### config.mk
export PLATFORM = sky130hd
export DESIGN_NAME = mcsetup_arbiter
export DESIGN_NICKNAME = d
export VERILOG_FILES = /design/src/rtl/mcs_pkg.sv /design/src/rtl/mcs_regs.sv /design/src/rtl/mcs_route.sv /design/src/rtl/mcs_video.sv /design/src/rtl/mcsetup_arbiter.sv
export SDC_FILE = /design/constraint.sdc
export NUM_CORES = 1
export LEC_CHECK = 0
export ABC_AREA = 1
export ABC_CLOCK_PERIOD_IN_PS = 5000
export BUFFER_PORTS_ARGS = -buffer_cell sky130_fd_sc_hd__buf_2
export CORE_AREA = 2 2 73 109
export DETAILED_ROUTE_END_ITERATION = 16
export DIE_AREA = 0 0 75 111
export PLACE_DENSITY = 0.49
export SYNTH_ARGS = -nofsm -noshare
export SYNTH_HDL_FRONTEND = slang
export SYNTH_SLANG_ARGS = --single-unit
export TNS_END_PERCENT = 5
### constraint.sdc
create_clock -name clk -period 5 [get_ports clk]
set_input_delay 1 -clock clk [delete_from_list [all_inputs] [get_ports clk]]
set_output_delay 1 -clock clk [all_outputs]
set_load 0.01 [all_outputs]
### src/rtl/mcs_pkg.sv
package mcs_pkg;
  typedef enum logic [1:0] {
    RT_NONE   = 2'd0,
    RT_PLANAR = 2'd1,
    RT_VIDEO  = 2'd2,
    RT_SLOT   = 2'd3
  } route_t;

  localparam int unsigned SETUP_IO_BIT  = 7;
  localparam int unsigned SETUP_VID_BIT = 5;
  localparam int unsigned ADP_EN_BIT    = 3;
endpackage

### src/rtl/mcs_regs.sv
module mcs_regs #(
  parameter int unsigned DW = 8,
  parameter int unsigned SW = 3
) (
  input  logic          clk,
  input  logic          rst_n,
  input  logic          wr_porta,
  input  logic          wr_setup,
  input  logic          wr_adp,
  input  logic          wr_vid,
  input  logic [DW-1:0] wdata,
  output logic [DW-1:0] setup_q,
  output logic [DW-1:0] adp_q,
  output logic [DW-1:0] porta_q,
  output logic [DW-1:0] vid_q,
  output logic          soft_rst
);
  always_ff @(posedge clk) begin
    if (!rst_n) begin
      setup_q  <= '1;
      adp_q    <= '0;
      porta_q  <= '0;
      vid_q    <= '0;
      soft_rst <= 1'b0;
    end else begin
      soft_rst <= wr_porta && wdata[0] && !porta_q[0];
      if (wr_porta) porta_q <= wdata;
      if (wr_setup) setup_q <= wdata;
      if (wr_adp)   adp_q   <= wdata;
      if (wr_vid)   vid_q   <= wdata;
    end
  end


  soft_rst_single_chk: assert property (@(posedge clk) disable iff (!rst_n)
    soft_rst |=> !soft_rst);


  adp_store_chk: assert property (@(posedge clk) disable iff (!rst_n)
    wr_adp |=> adp_q == $past(wdata));


  porta_bit0_set_chk: assert property (@(posedge clk) disable iff (!rst_n)
    soft_rst |-> porta_q[0]);
endmodule

### src/rtl/mcs_route.sv
module mcs_route #(
  parameter int unsigned DW = 8
) (
  input  logic            in_window,
  input  logic [DW-1:0]   setup_q,
  input  logic [DW-1:0]   adp_q,
  output mcs_pkg::route_t route
);
  import mcs_pkg::*;

  always_comb begin
    if (!in_window)                   route = RT_NONE;
    else if (!setup_q[SETUP_IO_BIT])  route = RT_PLANAR;
    else if (!setup_q[SETUP_VID_BIT]) route = RT_VIDEO;
    else if (adp_q[ADP_EN_BIT])       route = RT_SLOT;
    else                              route = RT_NONE;
  end
endmodule

### src/rtl/mcs_video.sv
module mcs_video #(
  parameter int unsigned DW    = 8,
  parameter int unsigned IW    = 3,
  parameter logic [DW-1:0] ID0 = 8'hFD,
  parameter logic [DW-1:0] ID1 = 8'hEF
) (
  input  logic [IW-1:0] idx,
  input  logic [DW-1:0] vid_q,
  output logic [DW-1:0] rdata
);
  localparam int unsigned NENT = 1 << IW;
  logic [DW-1:0] table_w [NENT];

  for (genvar g = 0; g < NENT; g++) begin : g_ent
    if (g == 0)      begin : g_id0 assign table_w[g] = ID0;   end
    else if (g == 1) begin : g_id1 assign table_w[g] = ID1;   end
    else if (g == 2) begin : g_opt assign table_w[g] = vid_q; end
    else             begin : g_ff  assign table_w[g] = '1;    end
  end

  assign rdata = table_w[idx];
endmodule

### src/rtl/mcsetup_arbiter.sv
module mcsetup_arbiter #(
  parameter int unsigned AW             = 16,
  parameter int unsigned DW             = 8,
  parameter int unsigned SW             = 3,
  parameter logic [15:0] ADDR_PORTA     = 16'h0092,
  parameter logic [15:0] ADDR_SETUP     = 16'h0094,
  parameter logic [15:0] ADDR_ADP       = 16'h0096,
  parameter logic [15:0] ADDR_WIN       = 16'h0100
) (
  input  logic          clk,
  input  logic          rst_n,
  input  logic          io_req,
  input  logic          io_wr,
  input  logic [AW-1:0] io_addr,
  input  logic [DW-1:0] io_wdata,
  output logic [DW-1:0] io_rdata,
  output logic          pl_req,
  output logic          pl_wr,
  output logic [2:0]    pl_idx,
  output logic [DW-1:0] pl_wdata,
  input  logic [DW-1:0] pl_rdata,
  output logic          sl_req,
  output logic          sl_wr,
  output logic [2:0]    sl_idx,
  output logic [DW-1:0] sl_wdata,
  input  logic [DW-1:0] sl_rdata,
  output logic [SW-1:0] slot_sel,
  output logic          adp_en,
  output logic          soft_rst,
  output logic          a20_alt
);
  import mcs_pkg::*;

  localparam int unsigned IW = 3;
  localparam logic [DW-1:0] ADP_RD_OR = 8'h70;

  logic          in_window;
  logic          wr_cyc;
  logic [DW-1:0] setup_q, adp_q, porta_q, vid_q, vid_rd;
  route_t        route;

  assign in_window = (io_addr[AW-1:IW] == ADDR_WIN[AW-1:IW]);
  assign wr_cyc    = io_req && io_wr;

  mcs_regs #(.DW(DW), .SW(SW)) u_regs (
    .clk      (clk),
    .rst_n    (rst_n),
    .wr_porta (wr_cyc && io_addr == ADDR_PORTA),
    .wr_setup (wr_cyc && io_addr == ADDR_SETUP),
    .wr_adp   (wr_cyc && io_addr == ADDR_ADP),
    .wr_vid   (wr_cyc && route == RT_VIDEO && io_addr[IW-1:0] == 3'd2),
    .wdata    (io_wdata),
    .setup_q  (setup_q),
    .adp_q    (adp_q),
    .porta_q  (porta_q),
    .vid_q    (vid_q),
    .soft_rst (soft_rst)
  );

  mcs_route #(.DW(DW)) u_route (
    .in_window (in_window),
    .setup_q   (setup_q),
    .adp_q     (adp_q),
    .route     (route)
  );

  mcs_video #(.DW(DW), .IW(IW)) u_video (
    .idx   (io_addr[IW-1:0]),
    .vid_q (vid_q),
    .rdata (vid_rd)
  );

  assign pl_req   = io_req && route == RT_PLANAR;
  assign pl_wr    = io_wr;
  assign pl_idx   = io_addr[IW-1:0];
  assign pl_wdata = io_wdata;
  assign sl_req   = io_req && route == RT_SLOT;
  assign sl_wr    = io_wr;
  assign sl_idx   = io_addr[IW-1:0];
  assign sl_wdata = io_wdata;
  assign slot_sel = adp_q[SW-1:0];
  assign adp_en   = adp_q[ADP_EN_BIT];
  assign a20_alt  = porta_q[1];

  always_comb begin
    io_rdata = '1;
    if (io_addr == ADDR_PORTA)      io_rdata = porta_q;
    else if (io_addr == ADDR_SETUP) io_rdata = setup_q;
    else if (io_addr == ADDR_ADP)   io_rdata = adp_q | ADP_RD_OR;
    else if (in_window) begin
      case (route)
        RT_PLANAR: io_rdata = pl_rdata;
        RT_VIDEO:  io_rdata = vid_rd;
        RT_SLOT:   io_rdata = sl_rdata;
        default:   io_rdata = '1;
      endcase
    end
  end


  side_exclusive_chk: assert property (@(posedge clk) disable iff (!rst_n)
    $onehot0({pl_req, sl_req}));


  video_no_side_chk: assert property (@(posedge clk) disable iff (!rst_n)
    (io_req && in_window && setup_q[7] && !setup_q[5]) |-> (!pl_req && !sl_req));


  a20_follow_chk: assert property (@(posedge clk) disable iff (!rst_n)
    (wr_cyc && io_addr == ADDR_PORTA) |=> a20_alt == $past(io_wdata[1]));


  slot_sel_follow_chk: assert property (@(posedge clk) disable iff (!rst_n)
    (wr_cyc && io_addr == ADDR_ADP) |=> slot_sel == $past(io_wdata[SW-1:0]));
endmodule

# Yosys cells after proc, flatten, opt, wreduce, memory -nomap -nowiden
# Index checks and enable logic that the tools add are counted.
dict set report totals {
  inputBits 44
  out_inout_bits 40
  wordCells 38
  reg_bits 33
}
dict set report op_classes {
  n_lt_le_gt_ge 1
  n_bitwise 1
  n_reduce_logical 11
  n_mux 12
  eq_ne 8
}
# operator count
set ops {}
lappend ops {{$eq A16 B8 Y1 const B} 3}
lappend ops {{$mux W8} 6}
lappend ops {{$bmux W8 S3} 1}
lappend ops {{$pmux W8 S3} 1}
lappend ops {{$eq A13 B6 Y1 const B} 1}
lappend ops {{$logic_and A1 B1 Y1} 10}
lappend ops {{$mux W2} 4}
lappend ops {{$eq A2 B2 Y1 const B} 2}
lappend ops {{$ge A4 B4 Y1 const B} 1}
lappend ops {{$not A3 Y4} 1}
lappend ops {{$eq A3 B2 Y1 const B} 1}
lappend ops {{$eq A2 B1 Y1 const B} 1}
lappend ops {{$logic_not A1 Y1} 1}

# Logic depth before layout (Yosys ltp)
# Gate-level depths: netlist of the first run.
dict set report logic_depth {
  depth_word 10
  mapped_depth 10
  depth_no_buf 10
}

# By module
# A second synthesis of the first run with hierarchy kept.
dict set report unflattened {
  cells_unflattened 384
  hier_area_um2 2338.5
}
# mod area_per_inst_um2 instances cells_each seq_area_each_um2
set modules_own_cells {}
lappend modules_own_cells {mcs_regs 1217.4 1 165 660.6}
lappend modules_own_cells {mcsetup_arbiter 1004.7 1 191 0.0}
lappend modules_own_cells {mcs_video 91.3 1 22 0.0}
lappend modules_own_cells {mcs_route 25.0 1 6 0.0}

# Worst setup path after synthesis of the first run
# No wires, ideal clock.
dict set report synth_path {
  path_kind {input to output}
  start {in io_addr[11]}
  end {out io_rdata[4]}
  slack_ns 1.988
  arrival_ns 2.012
  cell_stages 9
  required_ns 4.000
  cell_sequence {nor2_2 nand4_2 nor2_2 and2_1 buf_6 buf_4 nor2_1 nand2_1 nand2_1}
}
dict set report synth_between {
  elab_chain_len 8
  word_cells_on_any_way 13
}
# item line_no
set synth_lines {}
lappend synth_lines {{start: declaration} mcsetup_arbiter.sv:14} ;# input logic [AW-1:0] io_addr,
lappend synth_lines {{$eq A13 B6 Y1} mcsetup_arbiter.sv:42} ;# assign in_window = (io_addr[AW-1:IW] == ADDR_WIN[AW-1:IW]);
lappend synth_lines {{$mux W2} mcs_route.sv:12} ;# if (!in_window) route = RT_NONE;
lappend synth_lines {{$eq A2 B2 Y1 / $eq A2 B1 Y1 (equally long branches)} mcsetup_arbiter.sv:91} ;# case (route)
lappend synth_lines {{$pmux W8 S3} mcsetup_arbiter.sv:91}
lappend synth_lines {{$mux W8} mcsetup_arbiter.sv:90} ;# else if (in_window) begin
lappend synth_lines {{$mux W8} mcsetup_arbiter.sv:89} ;# else if (io_addr == ADDR_ADP) io_rdata = adp_q | ADP_RD_OR;
lappend synth_lines {{$mux W8} mcsetup_arbiter.sv:88} ;# else if (io_addr == ADDR_SETUP) io_rdata = setup_q;
lappend synth_lines {{$mux W8 (*)} mcsetup_arbiter.sv:87} ;# if (io_addr == ADDR_PORTA) io_rdata = porta_q;
lappend synth_lines {{end: declaration} mcsetup_arbiter.sv:16} ;# output logic [DW-1:0] io_rdata,
# Every way passes the cells marked *; elsewhere a longest branch is shown, timed or not.

# Worst setup path after layout of the first run
dict set report layout_path {
  start {in io_addr[11]}
  end {out io_rdata[3]}
}
# The elaborated chain is that of the path after synthesis.

==> flow_metrics.env, run 1 <==
export IMPL_place_congestion=0.831
export IMPL_die_h_um=111
export IMPL_coreArea_um2=7470
export IMPL_grt_overflow=0
export IMPL_async_flop_share_pct=0
export IMPL_cts_setup_buffers=0
export IMPL_cts_resized_gates=0
export IMPL_drv_cap=0
export IMPL_dp_hpwl_um=4480
export IMPL_power_per_cell_area_nw_per_um2=235
export IMPL_clock_sinks=30
export IMPL_syn_inst=314
export IMPL_first_global_vias=1912
export IMPL_fmax_mhz=270
export IMPL_initial_core_util_pct=28.8
export IMPL_rsz0062_at_grt="false"
export IMPL_ant_nets=0
export IMPL_grt_pass1_wl_um=8960
export IMPL_p_seq_share_pct=39.7
export IMPL_final_nets=413
export IMPL_clockPowerShare_pct=49.9
export IMPL_r2r_slack_ns=3.31
export IMPL_final_cells=472
export IMPL_die_area_um2=8330
export IMPL_post_route_drc_count=0
export IMPL_drt_pass1_iter_count=4
export IMPL_syn2layout_area_growth_pct=19.8
export IMPL_finalHoldViolCount=0
export IMPL_cts_tree="yes"
export IMPL_finalCritPeriodShare_pct=74.1
export IMPL_hold_class="flop to flop"
export IMPL_synth_top_area_share_pct=28.0
export IMPL_fp_dieW_um=75
export IMPL_grt_antenna_before_repair=0
export IMPL_crit_path_max_fanout=18
export IMPL_ys_flop_type="dfxtp_1"
export IMPL_seq_area_frac_synth_pct=28.0
export IMPL_ys_top_cells_by_count="nand2_1, nor2_1, inv_1"
export IMPL_finalClockSkew_ns=0.00434
export IMPL_cts_buffers=5
export IMPL_layout_drive_gt1_share_pct=34.9
export IMPL_setup_viol=0
export IMPL_status="complete, no violations"
export IMPL_antennaDiodeCount=0
export IMPL_tightest_slew_ns=0.783
export IMPL_synth_area_leaders="dfxtp_1, buf_4, nand2_1"
export IMPL_dp_cells=464
export IMPL_drtIter0Drc=71
export IMPL_grtUsageTotal_pct=14.0
export IMPL_ys_warn_count=0
export IMPL_fin_setup_tns_ns=0
export IMPL_worst_hold_slack_ns=0.444
export IMPL_grt_max_degree=30
export IMPL_internal_power_uw=462
export IMPL_vias_per_cell=4.28
export IMPL_postSynthNetCount=358
export IMPL_wire_per_inst_um=12.0
export IMPL_crit_path_start_kind="input pin"
export IMPL_final_max_slew_viol_count=0
export IMPL_path_clk_slew_ns=0.05
export IMPL_io_pins=84
export IMPL_ys_seq_elements=30
export IMPL_ir_drop_uv=140
export IMPL_power_frac_comb_pct=10.5
export IMPL_cts_root_buf="clkbuf_16"
export IMPL_insertion_delay_ns=0.27
export IMPL_io_buffers=83
export IMPL_synth_top_area_cell="dfxtp_1"
export IMPL_cts_path_max_buffers=2
export IMPL_rows=39
export IMPL_htree_num_levels=2
export IMPL_vias=2021
export IMPL_switching_share_pct=23.5
export IMPL_slew_headroom_pct=47.8
export IMPL_syn_area_um2=2150
export IMPL_drt_total_wl_um=5650
export IMPL_crit_arrival_ns=2.71
export IMPL_postCtsHoldBufs=0
export IMPL_critPathKind="input pin to output port"
export IMPL_period_needed_ns=3.71
export IMPL_end_kind="output port"
export IMPL_p_leak_uw=0.00128
export IMPL_synth_edf_count=0
export IMPL_worstPathRequired_ns=4.00
export IMPL_avgSynthCellArea_um2=6.84
export IMPL_postLayoutCoreUtil_pct=34.4
export IMPL_p_total_uw=604
export IMPL_synth_cell_types=31
export IMPL_power_switching_uw=142
[cells in the final DEF, fill, tap and decap left out, types with 2 or more instances in the layout]
cell,count
a21oi_1,18
a21oi_2,4
buf_2,83
clkbuf_16,5
dfxtp_1,30
inv_1,46
nand2_1,51
nand2_2,3
nand3_1,8
nand4_1,15
nor2_1,51
nor2_2,5
nor2_4,2
nor3_2,2
o211ai_2,7
o21ai_0,17
o21ai_2,5
or2_2,3
[logic make-up after synthesis]
| family | share of synthesized area, % |
|---|---|
| AND/OR/NAND/NOR | 34.0 |
| buffers and inverters | 20.6 |
| AO/OA/AOI/OAI | 17.4 |
| flip-flops | 28.0 |
[metal layers]
layer | wire length, um | track usage (%)
met1 | 2390 | 16.7
met4 | 87 | 5.24
met5 | 0 | 0
met2 | 2930 | 24.2
met3 | 232 | 2.18
[state kept, by name, summed over array words and instances, names as in the netlist]
name and count:
u_regs.soft_rst 1, u_regs.setup_q 8, u_regs.adp_q 5, u_regs.vid_q 8
u_regs.porta_q 8
[metrics by stage]
step,worst slack (ns),area (um^2)
final,1.29,2570
after global routing,1.19,2570
after CTS,1.29,2570
after detailed placement,1.29,2420
after global placement,1.35,2420
after floorplan,1.99,2150
[layout make-up]
type,count,area [um^2]
fillers,826,4890
clock buffers,7,143
repair buffers,83,415
clock inverters,1,5.00
flip-flops and latches,30,601
inverters,47,176
well taps,102,128
multi-input cells,202,1100
[power groups by stage]
stage	logic (uW)	clock network (uW)	registers (uW)
3_5_place_dp	63.9	0	244
6_report	63.1	301	239
4_1_cts	64.2	308	239
5_1_grt	70.4	319	239
2_1_floorplan	40.9	0	244
3_3_place_gp	64.0	0	244
[path summary, 6_finish.rpt]
kind                     start  cells after the start           endpoint
min reg2reg  u_regs.porta_q[2]                      2  u_regs.porta_q[2]
max                io_addr[11]                      9        io_rdata[3]
min          u_regs.porta_q[2]                      2  u_regs.porta_q[2]
max reg2reg    u_regs.adp_q[3]                      6    u_regs.vid_q[4]
[critical path: stages]
cell     delay, ns
buf_2         0.10
nor2_2        0.13
nand4_2       0.12
nor2_2        0.24
and2_1        0.68
nor2_1        0.12
nand3_1       0.12
nand2_1       0.05
buf_2         0.13
(Power assumes the default switching activity.)
==> inputs of run 2 (changes only) <==
--- a/config.mk
+++ b/config.mk
@@ -6,7 +6,7 @@
 export NUM_CORES = 1
 export LEC_CHECK = 0
 export ABC_AREA = 1
-export ABC_CLOCK_PERIOD_IN_PS = 5000
+export ABC_CLOCK_PERIOD_IN_PS = 3460
 export BUFFER_PORTS_ARGS = -buffer_cell sky130_fd_sc_hd__buf_2
 export CORE_AREA = 2 2 73 109
 export DETAILED_ROUTE_END_ITERATION = 16
==> constraint.sdc (replaced) <==
create_clock -name clk -period 3.46 [get_ports clk]
set_input_delay 0.692 -clock clk [delete_from_list [all_inputs] [get_ports clk]]
set_output_delay 0.692 -clock clk [all_outputs]
set_load 0.01 [all_outputs]
==> run 2 against run 1 <==
  * Sequential cell count did not move
  * Die area stayed put
  * Power rose by 41%
  * Critical path type unchanged
  * Critical endpoint is now io_rdata[6]
==> flow_metrics.env, run 2 (same netlist as run 1, synthesis figures left out) <==
export IMPL_status="complete, no violations"
export IMPL_cts_buffers=5
export IMPL_regArea_um2=601
export IMPL_power_per_cell_area_nw_per_um2=332
export IMPL_post_place_ws_ns=0.600
export IMPL_tightest_slew_ns=0.600
export IMPL_top_regs="u_regs.porta_q: 8 flops, u_regs.setup_q: 8 flops, u_regs.vid_q: 8 flops"
export IMPL_postCtsHoldBufs=0
export IMPL_rows=39
export IMPL_crit_arrival_ns=2.15
export IMPL_insertion_delay_ns=0.27
export IMPL_fp_dieW_um=75
export IMPL_wire_per_inst_um=11.9
export IMPL_cts_setup_buffers=0
export IMPL_p_leak_uw=0.00128
export IMPL_crit_chain="buf_2, nor2_1, nand2_1, inv_1, nand2_1, nor2_2, o21ai_2, inv_1, nand4_1, nand2_1, nand2_1, buf_2"
export IMPL_cp_slowest_cell="nor2_2"
export IMPL_finalClockSkew_ns=0.00261
export IMPL_worstPathRequired_ns=2.77
export IMPL_final_max_slew_viol_count=0
export IMPL_die_area_um2=8330
export IMPL_grt_max_degree=30
export IMPL_initial_core_util_pct=28.8
export IMPL_end_kind="output port"
export IMPL_setup_viol=0
export IMPL_first_global_vias=1850
export IMPL_final_cell_mix="buf_2, nor2_1, nand2_1"
export IMPL_crit_path_start_kind="input pin"
export IMPL_coreArea_um2=7470
export IMPL_crit_path_max_fanout=10
export IMPL_postLayoutCoreUtil_pct=34.4
export IMPL_fin_setup_tns_ns=0
export IMPL_post_route_drc_count=0
export IMPL_die_h_um=111
export IMPL_antennaDiodeCount=0
export IMPL_vias_per_cell=4.31
export IMPL_io_pins=84
export IMPL_drtIter0Drc=78
export IMPL_io_buffers=83
export IMPL_syn2layout_area_growth_pct=19.7
export IMPL_slew_headroom_pct=60.0
export IMPL_hold_class="flop to flop"
export IMPL_grt_overflow=0
export IMPL_fillers=842
export IMPL_vias=2032
export IMPL_cts_path_max_buffers=2
export IMPL_final_nets=414
export IMPL_ant_nets=0
export IMPL_slowest_delay_ns=0.30
export IMPL_drt_total_wl_um=5590
export IMPL_whs_path_depth=2
export IMPL_finalCritPeriodShare_pct=82.2
export IMPL_drt_pass1_iter_count=4
export IMPL_multiInputGateArea_um2=1100
export IMPL_layout_drive_gt1_share_pct=35.0
export IMPL_ir_drop_uv=170
export IMPL_finalHoldViolCount=0
export IMPL_ff2ff_path_depth=5
export IMPL_clock_sinks=30
export IMPL_critPathKind="input pin to output port"
export IMPL_period_needed_ns=2.84
export IMPL_cts_resized_gates=0
export IMPL_crit_top_cell="nand2_1"
export IMPL_drv_cap=0
export IMPL_cts_tree="yes"
export IMPL_path_clk_slew_ns=0.05
export IMPL_place_congestion=0.798
export IMPL_rsz0062_at_grt="false"
export IMPL_setup_ws_ns=0.615
export IMPL_cts_root_buf="clkbuf_16"
export IMPL_grtUsageTotal_pct=14.0
export IMPL_htree_num_levels=2
export IMPL_mostFrequentLayoutCell="buf_2"
export IMPL_grt_antenna_before_repair=0
export IMPL_fmax_mhz=351
export IMPL_dp_hpwl_um=4400
export IMPL_grt_pass1_wl_um=9030
run 2: cell count changes in the layout (fill, tap and decap cells not counted):
cell / previous run / this run
buf_4: 0 / 1
clkbuf_1: 1 / 0
clkinv_2: 1 / 0
run 2: layer usage:
layer | share of wire (%) | track usage (%) | vias up | routed length (um)
li1 | - | - | 1083 | -
met1 | 41 | 16.7 | 896 | 2310
met2 | 53 | 24.4 | 47 | 2940
met3 | 4.5 | 1.73 | 6 | 253
met4 | 1.5 | 5.12 | 0 | 86
met5 | 0 | 0 | - | 0
run 2: power by group:
| group | leakage (uW) | switching [uW] | internal [uW] |
|---|---|---|---|
| Combinational | 0.000972 | 54.9 | 36.8 |
| Sequential | 0.000242 | 0.00131 | 346 |
| Clock | 0.0000688 | 138 | 277 |
run 2: metrics by stage:
step                cell area [um^2]  cells  hold WS, ns  power [uW]
floorplan                       2150    314        0.422         412
global placement                2430    465        0.434         446
detailed placement              2430    465        0.438         446
CTS                             2570    471        0.446         867
global route                    2570    471        0.467         894
finish                          2570    471        0.441         853
run 2: path summary, 6_finish.rpt:
kind	start	endpoint	slack, ns
worst max-delay path	io_addr[9]	io_rdata[6]	0.62
worst min-delay path	u_regs.porta_q[2]	u_regs.porta_q[2]	0.44
worst max register to register	u_regs.setup_q[7]	u_regs.vid_q[1]	1.75
worst min register to register	u_regs.porta_q[2]	u_regs.porta_q[2]	0.44
run 2: area by class of cell:
class                      instances  area share, %
timing repair buffer              84           16.5
multi-input combinational        202           42.9
sequential                        30           23.4
tap                              102           4.97
inverter                          47           6.86
clock buffer                       6           5.40
run 2: critical path, delay by kind of cell:
kind,cells,cell delay [ns]
compound gates,1,0.19
buf+inv,4,0.42
simple gates,7,0.84
